<file path="src/rtl/clog_pkg.sv">
// Shared types and fixed metadata geometry for the circular log controller.
// Assumes three metadata fields, each three bytes wide.
package clog_pkg;
    localparam int FIELD_BYTES = 3;
    localparam int N_FIELDS    = 3;
    localparam int FIELD_W     = FIELD_BYTES * 8;
    localparam int META_BYTES  = FIELD_BYTES * N_FIELDS;

    typedef enum logic [2:0] {
        S_IDLE,
        S_LOAD,
        S_DECIDE,
        S_OPEN,
        S_WRITE,
        S_STORE,
        S_RPLY
    } clog_state_t;
endpackage

</file>
<file path="src/rtl/clog_addr_step.sv">
// Next data address with the reserved-page skip.
// Past the last data byte the address goes back to zero, which is the same
// as adding one page and wrapping modulo the memory size.
// Assumes the input is a valid data-area address.
module clog_addr_step #(
    parameter int ADDR_W = 17,
    parameter int PAGE_W = 8
) (
    input  logic [ADDR_W-1:0] addr_cur,
    output logic [ADDR_W-1:0] addr_nxt
);
    localparam logic [ADDR_W-1:0] LAST_A =
        ADDR_W'((1 << ADDR_W) - (1 << PAGE_W) - 1);

    // Increment, or jump over the reserved page back to zero.
    always_comb begin
        if (addr_cur >= LAST_A) addr_nxt = '0;
        else                    addr_nxt = addr_cur + 1'b1;
    end
endmodule

</file>
<file path="src/rtl/clog_meta_sreg.sv">
// Metadata shift register, used in both directions.
// Bytes read from the reserved page shift in at the bottom, most significant
// first. For write-back the fields load in parallel and leave from the top.
// Each field has an all-ones flag that marks it as never written.
// Assumes field 0 (the read start) sits in the top bits.
module clog_meta_sreg #(
    parameter int FIELD_W  = 24,
    parameter int N_FIELDS = 3
) (
    input  logic                        clk,
    input  logic                        rst_n,
    input  logic                        load_par,
    input  logic [N_FIELDS*FIELD_W-1:0] par_in,
    input  logic                        shift_in_en,
    input  logic [7:0]                  byte_in,
    input  logic                        shift_out_en,
    output logic [7:0]                  byte_out,
    output logic [N_FIELDS*FIELD_W-1:0] fields,
    output logic [N_FIELDS-1:0]         blank
);
    localparam int TOT_W = N_FIELDS * FIELD_W;

    logic [TOT_W-1:0] sreg;

    // Parallel load for write-back, byte shifts for read-in and write-out.
    always_ff @(posedge clk) begin
        if (!rst_n)            sreg <= '1;
        else if (load_par)     sreg <= par_in;
        else if (shift_in_en)  sreg <= {sreg[TOT_W-9:0], byte_in};
        else if (shift_out_en) sreg <= {sreg[TOT_W-9:0], 8'hFF};
    end

    assign byte_out = sreg[TOT_W-1 -: 8];
    assign fields   = sreg;

    // One never-written flag per field.
    for (genvar g = 0; g < N_FIELDS; g++) begin : g_blank
        assign blank[g] = &sreg[g*FIELD_W +: FIELD_W];
    end
endmodule

</file>
<file path="src/rtl/clog_sat_count.sv">
// Saturating up-counter for the session byte count.
// It clears when a session opens and stops at LIMIT.
module clog_sat_count #(
    parameter int W     = 24,
    parameter int LIMIT = 130816
) (
    input  logic         clk,
    input  logic         rst_n,
    input  logic         clr,
    input  logic         inc,
    output logic [W-1:0] cnt,
    output logic         full
);
    localparam logic [W-1:0] LIM = W'(LIMIT);

    assign full = (cnt == LIM);

    // Count written bytes, holding at the data-area size.
    always_ff @(posedge clk) begin
        if (!rst_n || clr)   cnt <= '0;
        else if (inc && !full) cnt <= cnt + 1'b1;
    end
endmodule

</file>
<file path="src/rtl/circ_log_ctrl.sv">
// Circular log address controller (top).
// Loads session metadata from the reserved top page, appends producer bytes
// from the stored write position with wrap-around, writes the metadata back
// when the session ends, and replays the latest session on request.
// Assumes one memory access at a time, each completed by a mem_ready cycle,
// and ADDR_W no wider than a metadata field.
module circ_log_ctrl #(
    parameter int ADDR_W = 17,
    parameter int PAGE_W = 8
) (
    input  logic              clk,
    input  logic              rst_n,
    input  logic              start_req,
    input  logic              end_req,
    input  logic              replay_req,
    input  logic              log_valid,
    input  logic [7:0]        log_data,
    output logic              log_ready,
    output logic              out_valid,
    output logic [7:0]        out_data,
    output logic              idle,
    output logic              mem_rd,
    output logic              mem_wr,
    output logic [ADDR_W-1:0] mem_addr,
    output logic [7:0]        mem_wdata,
    input  logic [7:0]        mem_rdata,
    input  logic              mem_ready
);
    import clog_pkg::*;

    localparam int MEM_BYTES  = 1 << ADDR_W;
    localparam int PAGE_BYTES = 1 << PAGE_W;
    localparam int DATA_BYTES = MEM_BYTES - PAGE_BYTES;
    localparam int IDX_W      = $clog2(META_BYTES);
    localparam logic [ADDR_W-1:0]  RES_BASE = ADDR_W'(DATA_BYTES);
    localparam logic [FIELD_W-1:0] DATA_F   = FIELD_W'(DATA_BYTES);
    localparam logic [FIELD_W-1:0] LAST_F   = FIELD_W'(DATA_BYTES - 1);
    localparam logic [IDX_W-1:0]   IDX_LAST = IDX_W'(META_BYTES - 1);

    clog_state_t         state;
    logic                for_replay;
    logic [IDX_W-1:0]    idx;
    logic [ADDR_W-1:0]   wptr, sess_start, rptr;
    logic [ADDR_W-1:0]   w_nxt, r_nxt;
    logic [FIELD_W-1:0]  remain;
    logic [7:0]          wbyte;
    logic                out_valid_q;
    logic [7:0]          out_data_q;

    logic [N_FIELDS*FIELD_W-1:0] fields;
    logic [N_FIELDS-1:0]         blank;
    logic [FIELD_W-1:0]          f_rs, f_ws, f_cnt;
    logic [7:0]                  meta_byte;
    logic                        sreg_load, sreg_in, sreg_out;
    logic [ADDR_W-1:0]           rs_out;
    logic [ADDR_W-1:0]           ws_addr, rs_addr;
    logic [FIELD_W-1:0]          cnt_eff;

    logic [FIELD_W-1:0] sess_cnt;
    logic               cnt_full;
    logic               cnt_clr, cnt_inc;

    // Address steppers for the write and read pointers.
    clog_addr_step #(.ADDR_W(ADDR_W), .PAGE_W(PAGE_W)) u_wstep (
        .addr_cur (wptr),
        .addr_nxt (w_nxt)
    );
    clog_addr_step #(.ADDR_W(ADDR_W), .PAGE_W(PAGE_W)) u_rstep (
        .addr_cur (rptr),
        .addr_nxt (r_nxt)
    );

    assign sreg_in   = (state == S_LOAD)  && mem_ready;
    assign sreg_out  = (state == S_STORE) && mem_ready;
    assign sreg_load = (state == S_OPEN)  && end_req && !log_valid;
    assign rs_out    = cnt_full ? wptr : sess_start;

    clog_meta_sreg #(.FIELD_W(FIELD_W), .N_FIELDS(N_FIELDS)) u_meta (
        .clk          (clk),
        .rst_n        (rst_n),
        .load_par     (sreg_load),
        .par_in       ({FIELD_W'(rs_out), FIELD_W'(wptr), sess_cnt}),
        .shift_in_en  (sreg_in),
        .byte_in      (mem_rdata),
        .shift_out_en (sreg_out),
        .byte_out     (meta_byte),
        .fields       (fields),
        .blank        (blank)
    );

    assign f_rs  = fields[3*FIELD_W-1 -: FIELD_W];
    assign f_ws  = fields[2*FIELD_W-1 -: FIELD_W];
    assign f_cnt = fields[FIELD_W-1:0];

    assign cnt_clr = (state == S_DECIDE) && !for_replay;
    assign cnt_inc = (state == S_WRITE) && mem_ready;

    clog_sat_count #(.W(FIELD_W), .LIMIT(DATA_BYTES)) u_cnt (
        .clk   (clk),
        .rst_n (rst_n),
        .clr   (cnt_clr),
        .inc   (cnt_inc),
        .cnt   (sess_cnt),
        .full  (cnt_full)
    );

    // Turn loaded fields into usable values: blank or out-of-range means zero.
    always_comb begin
        ws_addr = (!blank[1] && f_ws <= LAST_F) ? f_ws[ADDR_W-1:0] : '0;
        rs_addr = (!blank[2] && f_rs <= LAST_F) ? f_rs[ADDR_W-1:0] : '0;
        if (blank[0])          cnt_eff = '0;
        else if (f_cnt > DATA_F) cnt_eff = DATA_F;
        else                   cnt_eff = f_cnt;
    end

    // Memory request, derived from the state and held until ready.
    always_comb begin
        mem_rd    = (state == S_LOAD) || (state == S_RPLY);
        mem_wr    = (state == S_WRITE) || (state == S_STORE);
        mem_addr  = '0;
        mem_wdata = '0;
        case (state)
            S_LOAD:  mem_addr = RES_BASE + ADDR_W'(idx);
            S_STORE: begin
                mem_addr  = RES_BASE + ADDR_W'(idx);
                mem_wdata = meta_byte;
            end
            S_WRITE: begin
                mem_addr  = wptr;
                mem_wdata = wbyte;
            end
            S_RPLY:  mem_addr = rptr;
            default: ;
        endcase
    end

    // Sequencing of sessions, metadata transfers and replay.
    always_ff @(posedge clk) begin
        if (!rst_n) begin
            state       <= S_IDLE;
            for_replay  <= 1'b0;
            idx         <= '0;
            wptr        <= '0;
            sess_start  <= '0;
            rptr        <= '0;
            remain      <= '0;
            wbyte       <= '0;
            out_valid_q <= 1'b0;
            out_data_q  <= '0;
        end else begin
            out_valid_q <= 1'b0;
            case (state)
                S_IDLE: begin
                    idx <= '0;
                    if (start_req) begin
                        for_replay <= 1'b0;
                        state      <= S_LOAD;
                    end else if (replay_req) begin
                        for_replay <= 1'b1;
                        state      <= S_LOAD;
                    end
                end
                S_LOAD: begin
                    if (mem_ready) begin
                        if (idx == IDX_LAST) begin
                            idx   <= '0;
                            state <= S_DECIDE;
                        end else begin
                            idx <= idx + 1'b1;
                        end
                    end
                end
                S_DECIDE: begin
                    if (for_replay) begin
                        rptr   <= rs_addr;
                        remain <= cnt_eff;
                        state  <= (cnt_eff == '0) ? S_IDLE : S_RPLY;
                    end else begin
                        wptr       <= ws_addr;
                        sess_start <= ws_addr;
                        state      <= S_OPEN;
                    end
                end
                S_OPEN: begin
                    if (log_valid) begin
                        wbyte <= log_data;
                        state <= S_WRITE;
                    end else if (end_req) begin
                        idx   <= '0;
                        state <= S_STORE;
                    end
                end
                S_WRITE: begin
                    if (mem_ready) begin
                        wptr  <= w_nxt;
                        state <= S_OPEN;
                    end
                end
                S_STORE: begin
                    if (mem_ready) begin
                        if (idx == IDX_LAST) state <= S_IDLE;
                        else                 idx   <= idx + 1'b1;
                    end
                end
                S_RPLY: begin
                    if (mem_ready) begin
                        out_valid_q <= 1'b1;
                        out_data_q  <= mem_rdata;
                        rptr        <= r_nxt;
                        remain      <= remain - 1'b1;
                        if (remain == FIELD_W'(1)) state <= S_IDLE;
                    end
                end
                default: state <= S_IDLE;
            endcase
        end
    end

    assign log_ready = (state == S_OPEN);
    assign idle      = (state == S_IDLE);
    assign out_valid = out_valid_q;
    assign out_data  = out_data_q;
endmodule

</file>
<file path="config.mk">
export PLATFORM = sky130hd
export DESIGN_NAME = circ_log_ctrl
export DESIGN_NICKNAME = d
export VERILOG_FILES = /design/src/rtl/clog_pkg.sv /design/src/rtl/clog_addr_step.sv /design/src/rtl/clog_meta_sreg.sv /design/src/rtl/clog_sat_count.sv /design/src/rtl/circ_log_ctrl.sv
export SDC_FILE = /design/constraint.sdc
export NUM_CORES = 1
export LEC_CHECK = 0
export ABC_AREA = 1
export BUFFER_PORTS_ARGS = -buffer_cell sky130_fd_sc_hd__buf_2
export CAP_MARGIN = 20
export CORE_ASPECT_RATIO = 1.75
export CORE_UTILIZATION = 60
export CTS_CLUSTER_DIAMETER = 120
export DETAILED_ROUTE_END_ITERATION = 10
export PLACE_DENSITY = 0.84
export SLEW_MARGIN = 20
export SYNTH_ARGS = -nofsm -noshare
export SYNTH_HDL_FRONTEND = slang
export SYNTH_SLANG_ARGS = --single-unit
</file>
<file path="constraint.sdc">
create_clock -name clk -period 1.98 [get_ports clk]
set_input_delay 0.495 -clock clk [delete_from_list [all_inputs] [get_ports clk]]
set_output_delay 0.495 -clock clk [all_outputs]
set_load 0.05 [all_outputs]
</file>
==> impl_metrics.toml, run 1 <==
[die]
die_y_um = 176
io_pins = 61
rows = 63
initial_core_util_pct = 61.3
die_width_um = 101

[placed_design]
dp_hpwl_mm = 25.1
place.gp.congestion = 0.984
postPlaceCellArea_mm2 = 0.0118
portBuffers = 60

[cts]
postCtsHoldBufs = 0
cts.sinks = 196
cts-buffers-inserted = 17
cts_max_path_buffers = 2
h-tree-depth = 4
clockRootBuffer = "clkbuf_16"

[synthesis]
synth-main-ff-cell = "dfxtp_1"
synth.area.top_cells = "dfxtp_1 (38%), nand2_1 (11%), o21ai_0 (6.0%)"
async_flop_share_pct = 0
syn_avg_cell_area_um2 = 7.01
syn-cell-area_mm2 = 0.0104
synth_seq_area_share_pct = 37.8
ys_types = 54
synth_edf_count = 0
ys_top_cells_by_count = "nand2_1 (294), dfxtp_1 (196), inv_1 (165)"
synth.most_common_cell = "nand2_1"
synth_cells = 1483
synth_seq_cells = 196
yosysWarningCount = 0
syn_nets = 1514
yosys.area.top_type = "dfxtp_1"
synth_top_area_share_pct = 37.8

[sta]
grt_worst_setup_endpoint = "mem_addr[11]"
worstEndpointType = "top-level output"

[grt]
grt_max_degree = 120
overflow = 3
grt_use_total_pct = 64.8

[outcome]
firstError = "[ERROR GRT-0232] Routing congestion too high. Check the congestion heatmap in the GUI."
lastStage = "5_1_grt"
status = "aborted with a tool error"
## layer usage
metal  overflow  global-route usage, %
met3          0                   47.5
met2          1                   82.7
met4          2                   62.4
met1          0                   65.0
met5          0                   16.3
## through the flow
| step | worst slack, ps | instances |
|---|---|---|
| CTS | -251 | 1858 |
| detailed placement | -57.4 | 1808 |
| global placement | 17.0 | 1808 |
| floorplan | -197 | 1483 |
## logic make-up after synthesis
logic type,share of synthesized area [%]
compound gates,23.2
xor+xnor,2.02
buf+inv,10.3
flops,37.8
simple gates,25.8
fa+ha+maj,0.963
## what timing repair did
action,CTS
cloned,4
resized for setup,84
setup buffers,15
pin swaps,3
setup endpoints to repair,48
==> run 2: changes to the inputs <==
CORE_ASPECT_RATIO = not set   (was 1.75)
CORE_UTILIZATION = 40   (was 60)
CTS_CLUSTER_DIAMETER = not set   (was 120)
PLACE_DENSITY = not set   (was 0.84)
PLACE_DENSITY_LB_ADDON = 0.15   (was not set)
==> impl_metrics.toml, run 2 <==
[power]
peakVddDrop_v = 0.000494
p_leak_nw = 5.77
power_w = 0.0144
power_density_mw_per_mm2 = 1050

[cts]
clk_latency_ps = 450
h-tree-depth = 4
clk_pin_slew_worst_paths_ps = 70
cts_max_path_buffers = 2
clockRootBuffer = "clkbuf_16"
cts-buffers-inserted = 17
cts_tree = "done"
cts.sinks = 196

[synthesis]
yosys.area.top_type = "dfxtp_1"
synth.most_common_cell = "nand2_1"
synth_seq_cells = 196
synth_top_family_by_area = "simple AND/OR/NAND/NOR gates"
yosys.area_share.simple_pct = 25.8
synth-xor-area-share_pct = 2.02
synth.area.top_cells = "dfxtp_1 (38%), nand2_1 (11%), o21ai_0 (6.0%)"
syn_avg_cell_area_um2 = 7.01
async_flop_share_pct = 0
synth_seq_area_share_pct = 37.8
synth_fa_ha_area_share_pct = 0.963
synthMuxAreaShare_pct = 0
syn_nets = 1514
synth_edf_count = 0
synth-main-ff-cell = "dfxtp_1"
synth_cells = 1483
yosysWarningCount = 0
syn-cell-area_mm2 = 0.0104
synth_compound_area_share_pct = 23.2
synth_top_area_share_pct = 37.8
ys_types = 54
ys_top_cells_by_count = "nand2_1 (294), dfxtp_1 (196), inv_1 (165)"

[placed_design]
postPlaceCellArea_mm2 = 0.0119
dp_hpwl_mm = 24.8
place.gp.congestion = 0.923
portBuffers = 60

[detailed_routing]
drt-total-wl_mm = 35.7
wire_per_inst_um = 17.8
drc = 0
ant_nets = 0
drtIter0Drc = 1172
via_count = 11100
drtPass1Iterations = 5
vias_per_cell = 5.57

[sta]
rsz0062_at_grt = "true"
fin_ws_ps = -247
worst_slew_pin_slew_ps = 471
setup_viol = 27
fmax_ghz = 0.449
relSlewSlack_pct = 68.6
final_hold_viol_count = 0
finalCriticalPeriod_ps = 2230
skew_ps = 17.3
drv_slew = 0
tns_ps = -5170
post-route-period-util_pct = 112

[grt]
overflow = 0
antenna_found_initial = 0
grt_max_degree = 72
first_global_vias = 10300
grt_pass1_wl_mm = 53.9
grt_use_total_pct = 25.8

[outcome]
violations = "setup timing"
status = "finished, violations left"

[worst_hold_path]
hp-class = "input port to register"

[die]
rows = 58
io_pins = 61
die_y_um = 163
initial_core_util_pct = 41.0
dieArea_mm2 = 0.0266
design.core.area_mm2 = 0.0253
die_width_um = 163

[finish]
largest_reg_flops = 72
mostFrequentLayoutCells = "nand2_1 (278), dfxtp_1 (171), inv_1 (151)"
antenna_cells = 0
final_cell_area_mm2 = 0.0138
syn_to_final_growth_pct = 32.6
nets = 1691
drive_gt1_share_pct = 26.9
layout_commonest_cell = "nand2_1"

[worst_setup_path]
endpoint_kind = "output port"
path_max_fanout = 8
start_kind = "register"
crit_required_ps = 1480
cp.arrival_ps = 1730
criticalPathCategory = "register to output port"

[job]
max_cap_viol_count = 0
[run 2: cell type report]
type	count	area, um2
fill	2389	11600
clock inverter	13	125
timing repair inverter	2	15.0
multi-input combinational	1018	6000
sequential	196	3980
timing repair buffer	234	2050
inverter	191	752
clock buffer	19	443
tap	330	413
[run 2: stage by stage]
stage | hold WS (ps) | instances | worst slack (ps) | util [%]
CTS | 276 | 1969 | -221 | 51.2
detailed placement | 448 | 1921 | 5.08 | 47.1
floorplan | 430 | 1483 | -197 | -
global placement | 440 | 1921 | 19.4 | 47.1
global route | 286 | 2003 | -329 | 54.4
finish | 291 | 2003 | -247 | 54.4
[run 2: final timing paths]
| check | to | cells past startpoint | from | slack [ps] |
|---|---|---|---|---|
| setup / recovery | mem_addr[9] | 6 | state[2] | -250 |
| setup reg to reg | u_meta.fields[54] | 9 | state[2] | 40 |
| hold reg to reg | remain[19] | 2 | remain[19] | 480 |
| hold / removal | out_data[0] | 3 | mem_rdata[0] | 290 |
[run 2: cells by family (layout without fill, tap and decap cells)]
| group | Yosys count | in the layout |
|---|---|---|
| buf+inv | 269 | 459 |
| compound gates | 393 | 393 |
| xor+xnor | 24 | 24 |
| flops | 196 | 196 |
| fa+ha+maj | 8 | 8 |
| simple gates | 593 | 593 |
[run 2: power breakdown]
| part | internal, W | switching, W | total [W] |
|---|---|---|---|
| registers | 0.00462 | 0.000734 | 0.00536 |
| clock network | 0.00179 | 0.00164 | 0.00344 |
| logic | 0.00221 | 0.00344 | 0.00565 |
| total | 0.00863 | 0.00581 | 0.0144 |
[run 2: timing repair]
item | in CTS | in global routing
setup endpoints to repair | 27 | 121
setup buffers | 16 | 31
gates cloned | 0 | 6
hold buffers | 0 | 0
pin swaps | 4 | 51
resized for setup | 94 | 153
[run 2: metal layers]
layer / part of all wire [%] / wire length [um] / GRT usage (%) / vias up
met5: 0 / 0 / 0 / -
met4: 2.9 / 1030 / 9.98 / 0
met3: 5.1 / 1840 / 3.99 / 63
met2: 49 / 17500 / 43.6 / 384
met1: 43 / 15400 / 32.7 / 5248
li1: - / - / - / 5452
[run 2: critical path, stage by stage (launching register included)]
cell and delay, ps:
dfxtp_4 390, inv_4 60, nor3_4 240, inv_4 110
buf_6 160, o221ai_4 140, buf_6 190
Power figures use the tool's default switching activity.
==> run 3: changes to the inputs <==
CORE_ASPECT_RATIO = 1.1   (was not set)
==> impl_metrics.toml, run 3 (synthesis gave the netlist of run 2 again) <==
[outcome]
status = "finished, violations left"
violations = "setup timing"

[sta]
final_hold_viol_count = 0
post-route-period-util_pct = 115
worst_slew_pin_slew_ps = 573
fin_ws_ps = -289
rsz0062_at_grt = "true"
drv_slew = 0
skew_ps = 15.7
setup_viol = 27
fmax_ghz = 0.441
tns_ps = -5460
relSlewSlack_pct = 61.8
finalCriticalPeriod_ps = 2270

[worst_setup_path]
start_kind = "register"
r2r_setup_slack_ps = 60
cp_top_family = "buffers and inverters"
slowest_delay_ps = 390
criticalPathCategory = "register to output port"
worstReg2RegStart = "u_cnt.cnt[22]"
reg2reg_depth = 10
endpoint_kind = "output port"
cp.arrival_ps = 1770
crit_required_ps = 1480
cp_cell_sequence = "inv_4, nor3_4, buf_6, buf_4, nand2_4, o21ai_2, buf_6"
r2r-end = "u_meta.fields[58]"
crit_top_cell = "buf_6"
crit_slowest_cell = "dfxtp_4"
path_buf_inv = 4
path_max_fanout = 7

[job]
max_cap_viol_count = 0

[cts]
clk_latency_ps = 450
cts-buffers-inserted = 17
cts_tree = "done"
cts_max_path_buffers = 2
cts.sinks = 196
clockRootBuffer = "clkbuf_16"
clk_pin_slew_worst_paths_ps = 70
h-tree-depth = 4

[grt]
antenna_found_initial = 0
grt_pass1_wl_mm = 54.9
grt_max_degree = 120
grt_use_total_pct = 26.2
first_global_vias = 10400
overflow = 0

[worst_hold_path]
min_path_cells = 3
hold_start = "mem_rdata[3]"
hp-class = "input port to register"
hold_path_end = "out_data[3]"

[die]
die_y_um = 171
dieArea_mm2 = 0.0266
rows = 61
io_pins = 61
die_width_um = 156
design.core.area_mm2 = 0.0254
initial_core_util_pct = 40.9

[detailed_routing]
ant_nets = 0
drtPass1Iterations = 5
drtIter0Drc = 828
wire_per_inst_um = 17.6
via_count = 11100
vias_per_cell = 5.52
drc = 0
drt-total-wl_mm = 35.5

[finish]
utilization_pct = 54.3
drive_gt1_share_pct = 25.5
antenna_cells = 0
largest_reg_flops = 72
ff_latch_area_mm2 = 0.00395
syn_to_final_growth_pct = 32.9
n_fill_cell = 2412
mostFrequentLayoutCells = "nand2_1 (280), dfxtp_1 (181), inv_1 (152)"
multi_input_area_mm2 = 0.00605
layout_commonest_cell = "nand2_1"
nets = 1686

[placed_design]
dp_hpwl_mm = 24.7
place.gp.congestion = 0.886
place_ws_ps = 4.55
portBuffers = 60

[power]
peakVddDrop_v = 0.000514
combPwrFrac_pct = 39.8
switchingPower_w = 0.00595
clock_power_share_pct = 23.6
p_seq_share_pct = 36.5
switching_share_pct = 40.9
p_leak_nw = 5.81
p_int_w = 0.00859
power_density_mw_per_mm2 = 1050
[run 3: per-layer routing]
layer	routed length (um)	vias up	part of all wire, %	global-route usage, %
met4	1180	0	3.3	10.7
met2	17600	348	50	46.1
li1	-	5442	-	-
met1	15200	5253	43	32.5
met3	1510	80	4.3	2.99
met5	0	-	0	0
[run 3: power by group through the flow]
stage	Sequential [W]	Combinational (W)	Clock [W]
6_report	0.00531	0.00579	0.00344
5_1_grt	0.00539	0.00629	0.00365
4_1_cts	0.00526	0.00528	0.00349
3_5_place_dp	0.00534	0.00485	0
3_3_place_gp	0.00533	0.00483	0
2_1_floorplan	0.00513	0.00324	0
[run 3: worst max-delay path by stage]
stage	start	to	slack (ps)	depth (start not counted)
6_report	state[2]	mem_addr[6]	-290	7
5_1_grt	state[2]	mem_addr[6]	-370	7
4_1_cts	state[1]	mem_addr[8]	-240	6
3_5_place_dp	mem_ready	state[0]	5	10
3_3_place_gp	wptr[1]	wptr[10]	20	12
2_1_floorplan	state[0]	mem_wdata[0]	-200	5
[run 3: stage by stage]
step / hold WS [ps] / std cells / total power [W] / cell area [um2]
after floorplan: 430 / 1483 / 0.00837 / 10500
after global placement: 443 / 1946 / 0.0102 / 12000
after detailed placement: 448 / 1946 / 0.0102 / 12000
after CTS: 287 / 1990 / 0.0140 / 13100
after global routing: 308 / 2014 / 0.0153 / 13800
final: 294 / 2014 / 0.0145 / 13800
[run 3: worst reg2reg max path, stage by stage, from the launching register on]
cell	delay, ps
dfxtp_2	340
inv_2	80
nand3_2	110
nor4_4	280
nand3_4	140
buf_12	150
clkbuf_16	160
o21ai_0	250
o21ai_0	140
nand2_1	80
nand3_1	60
[run 3: layout make-up]
type / instances / share of cell area [%]
clock buffers: 19 / 3.28
clock inverters: 13 / 0.852
inverters: 191 / 5.37
multi-input cells: 1018 / 43.8
flip-flops and latches: 196 / 28.6
well taps: 346 / 3.13
repair buffers: 230 / 14.8
repair inverters: 1 / 0.0544
[run 3: what timing repair did]
item                       in CTS  in global routing
gates resized for setup        96                138
setup endpoints to repair      27                114
buffers inserted               11                 22
pin swaps                       5                 23
hold buffers                    0                  0
gates cloned                    1                  3
==> run 4: changes to the inputs <==
REMOVE_ABC_BUFFERS = 1   (was not set)
==> impl_metrics.toml, run 4 (synthesis gave the netlist of run 2 again) <==
[outcome]
status = "finished, violations left"
violations = "setup timing"

[cts]
clk_pin_slew_worst_paths_ps = 80
cts.sinks = 196
cts-buffers-inserted = 17
cts_max_path_buffers = 2
h-tree-depth = 4
clockRootBuffer = "clkbuf_16"
clk_latency_ps = 450
cts_tree = "done"

[placed_design]
portBuffers = 60
dp_cells = 1963
place.gp.congestion = 0.872
dp_hpwl_mm = 24.2

[sta]
rsz0062_at_grt = "true"
fmax_ghz = 0.441
worst_slew_pin_slew_ps = 632
post-route-period-util_pct = 115
skew_ps = 16.9
setup_viol = 26
tns_ps = -5610
relSlewSlack_pct = 57.9
finalCriticalPeriod_ps = 2270
final_hold_viol_count = 0
drv_slew = 0
fin_hold_ws_ps = 281
fin_ws_ps = -289

[die]
die_width_um = 156
initial_core_util_pct = 40.9
dieArea_mm2 = 0.0266
rows = 61
io_pins = 61
die_y_um = 171
design.core.area_mm2 = 0.0254

[job]
max_cap_viol_count = 0

[grt]
antenna_found_initial = 0
overflow = 0
grt_use_total_pct = 25.5
grt_pass1_wl_mm = 53.3
first_global_vias = 10100
grt_max_degree = 61

[finish]
drive_gt1_share_pct = 25.2
syn_to_final_growth_pct = 29.6
layout_commonest_cell = "nand2_1"
final_cells = 2022
n_fill_cell = 2513
antenna_cells = 0
mostFrequentLayoutCells = "nand2_1 (281), dfxtp_1 (182), buf_4 (171)"
largest_reg_flops = 72
utilization_pct = 53.0
nets = 1694

[worst_setup_path]
criticalPathCategory = "register to output port"
endpoint_kind = "output port"
start_kind = "register"
cp.arrival_ps = 1770
crit_required_ps = 1480
path_max_fanout = 7
r2r_setup_slack_ps = 20

[detailed_routing]
wire_per_inst_um = 16.8
drtIter0Drc = 878
drt-total-wl_mm = 34.0
drc = 0
drtPass1Iterations = 5
vias_per_cell = 5.43
via_count = 11000
ant_nets = 0

[power]
p_leak_nw = 5.75
peakVddDrop_v = 0.000652
power_density_mw_per_mm2 = 1050

[worst_hold_path]
hp-class = "input port to register"
-- run 4: changes by cell type in the layout (fill, tap and decap cells not counted), sizes merged --
cell and delta:
clkbuf -1, nand2 +1, clkinvlp -3, clkinv +4, buf +6, bufinv +1, bufbuf -1, inv +1
-- run 4: power by group --
group	leakage (nW)	total, W	internal, W	switching (W)
logic	3.85	0.00528	0.00200	0.00328
clock network	0.300	0.00363	0.00182	0.00181
registers	1.60	0.00523	0.00460	0.000634
-- run 4: worst max-delay path, cell delays in order (launching register included) --
cell and delay (ps):
dfxtp_4 390, inv_6 40, nor3_4 190, buf_12 150, clkinvlp_4 170, o221ai_2 210
buf_6 190
-- run 4: area by class of cell --
| cell class | instances | area (um2) | area share [%] |
|---|---|---|---|
| clock inverter | 15 | 186 | 1.38 |
| timing repair buffer | 236 | 1950 | 14.5 |
| multi-input combinational | 1019 | 5770 | 42.8 |
| clock buffer | 17 | 425 | 3.16 |
| sequential | 196 | 3950 | 29.3 |
| tap | 346 | 433 | 3.21 |
| inverter | 191 | 742 | 5.51 |
| timing repair inverter | 2 | 15.0 | 0.111 |
-- run 4: metal layers --
layer  GRT usage, %  vias up  wire length, um
met5              0        -                0
met1           33.1     5196            15200
met2           43.8      279            16600
met3           3.06       51             1390
met4           8.27        0              851
li1               -     5460                -
-- run 4: through the flow --
step                cell area, um2  setup slack [ps]  total power, W
floorplan                    10000             -1710         0.00812
global placement             12000              13.5          0.0100
detailed placement           12000             -1.94          0.0101
CTS                          12900              -262          0.0139
global route                 13500              -360          0.0150
finish                       13500              -289          0.0141
-- run 4: final timing paths --
path	from	endpoint	cells past startpoint
worst min register to register	wbyte[6]	wbyte[6]	2
worst min-delay path	mem_rdata[1]	out_data[1]	3
worst max-delay path	state[1]	mem_addr[9]	6
worst max register to register	u_cnt.cnt[1]	u_cnt.cnt[14]	12
-- run 4: what timing repair did --
item	4_1_cts	5_1_grt
resized for setup	65	116
setup endpoints to repair	31	115
hold endpoints to repair	0	0
hold buffers	0	0
buffers inserted	7	16
pin swaps	2	25
cloned	1	4
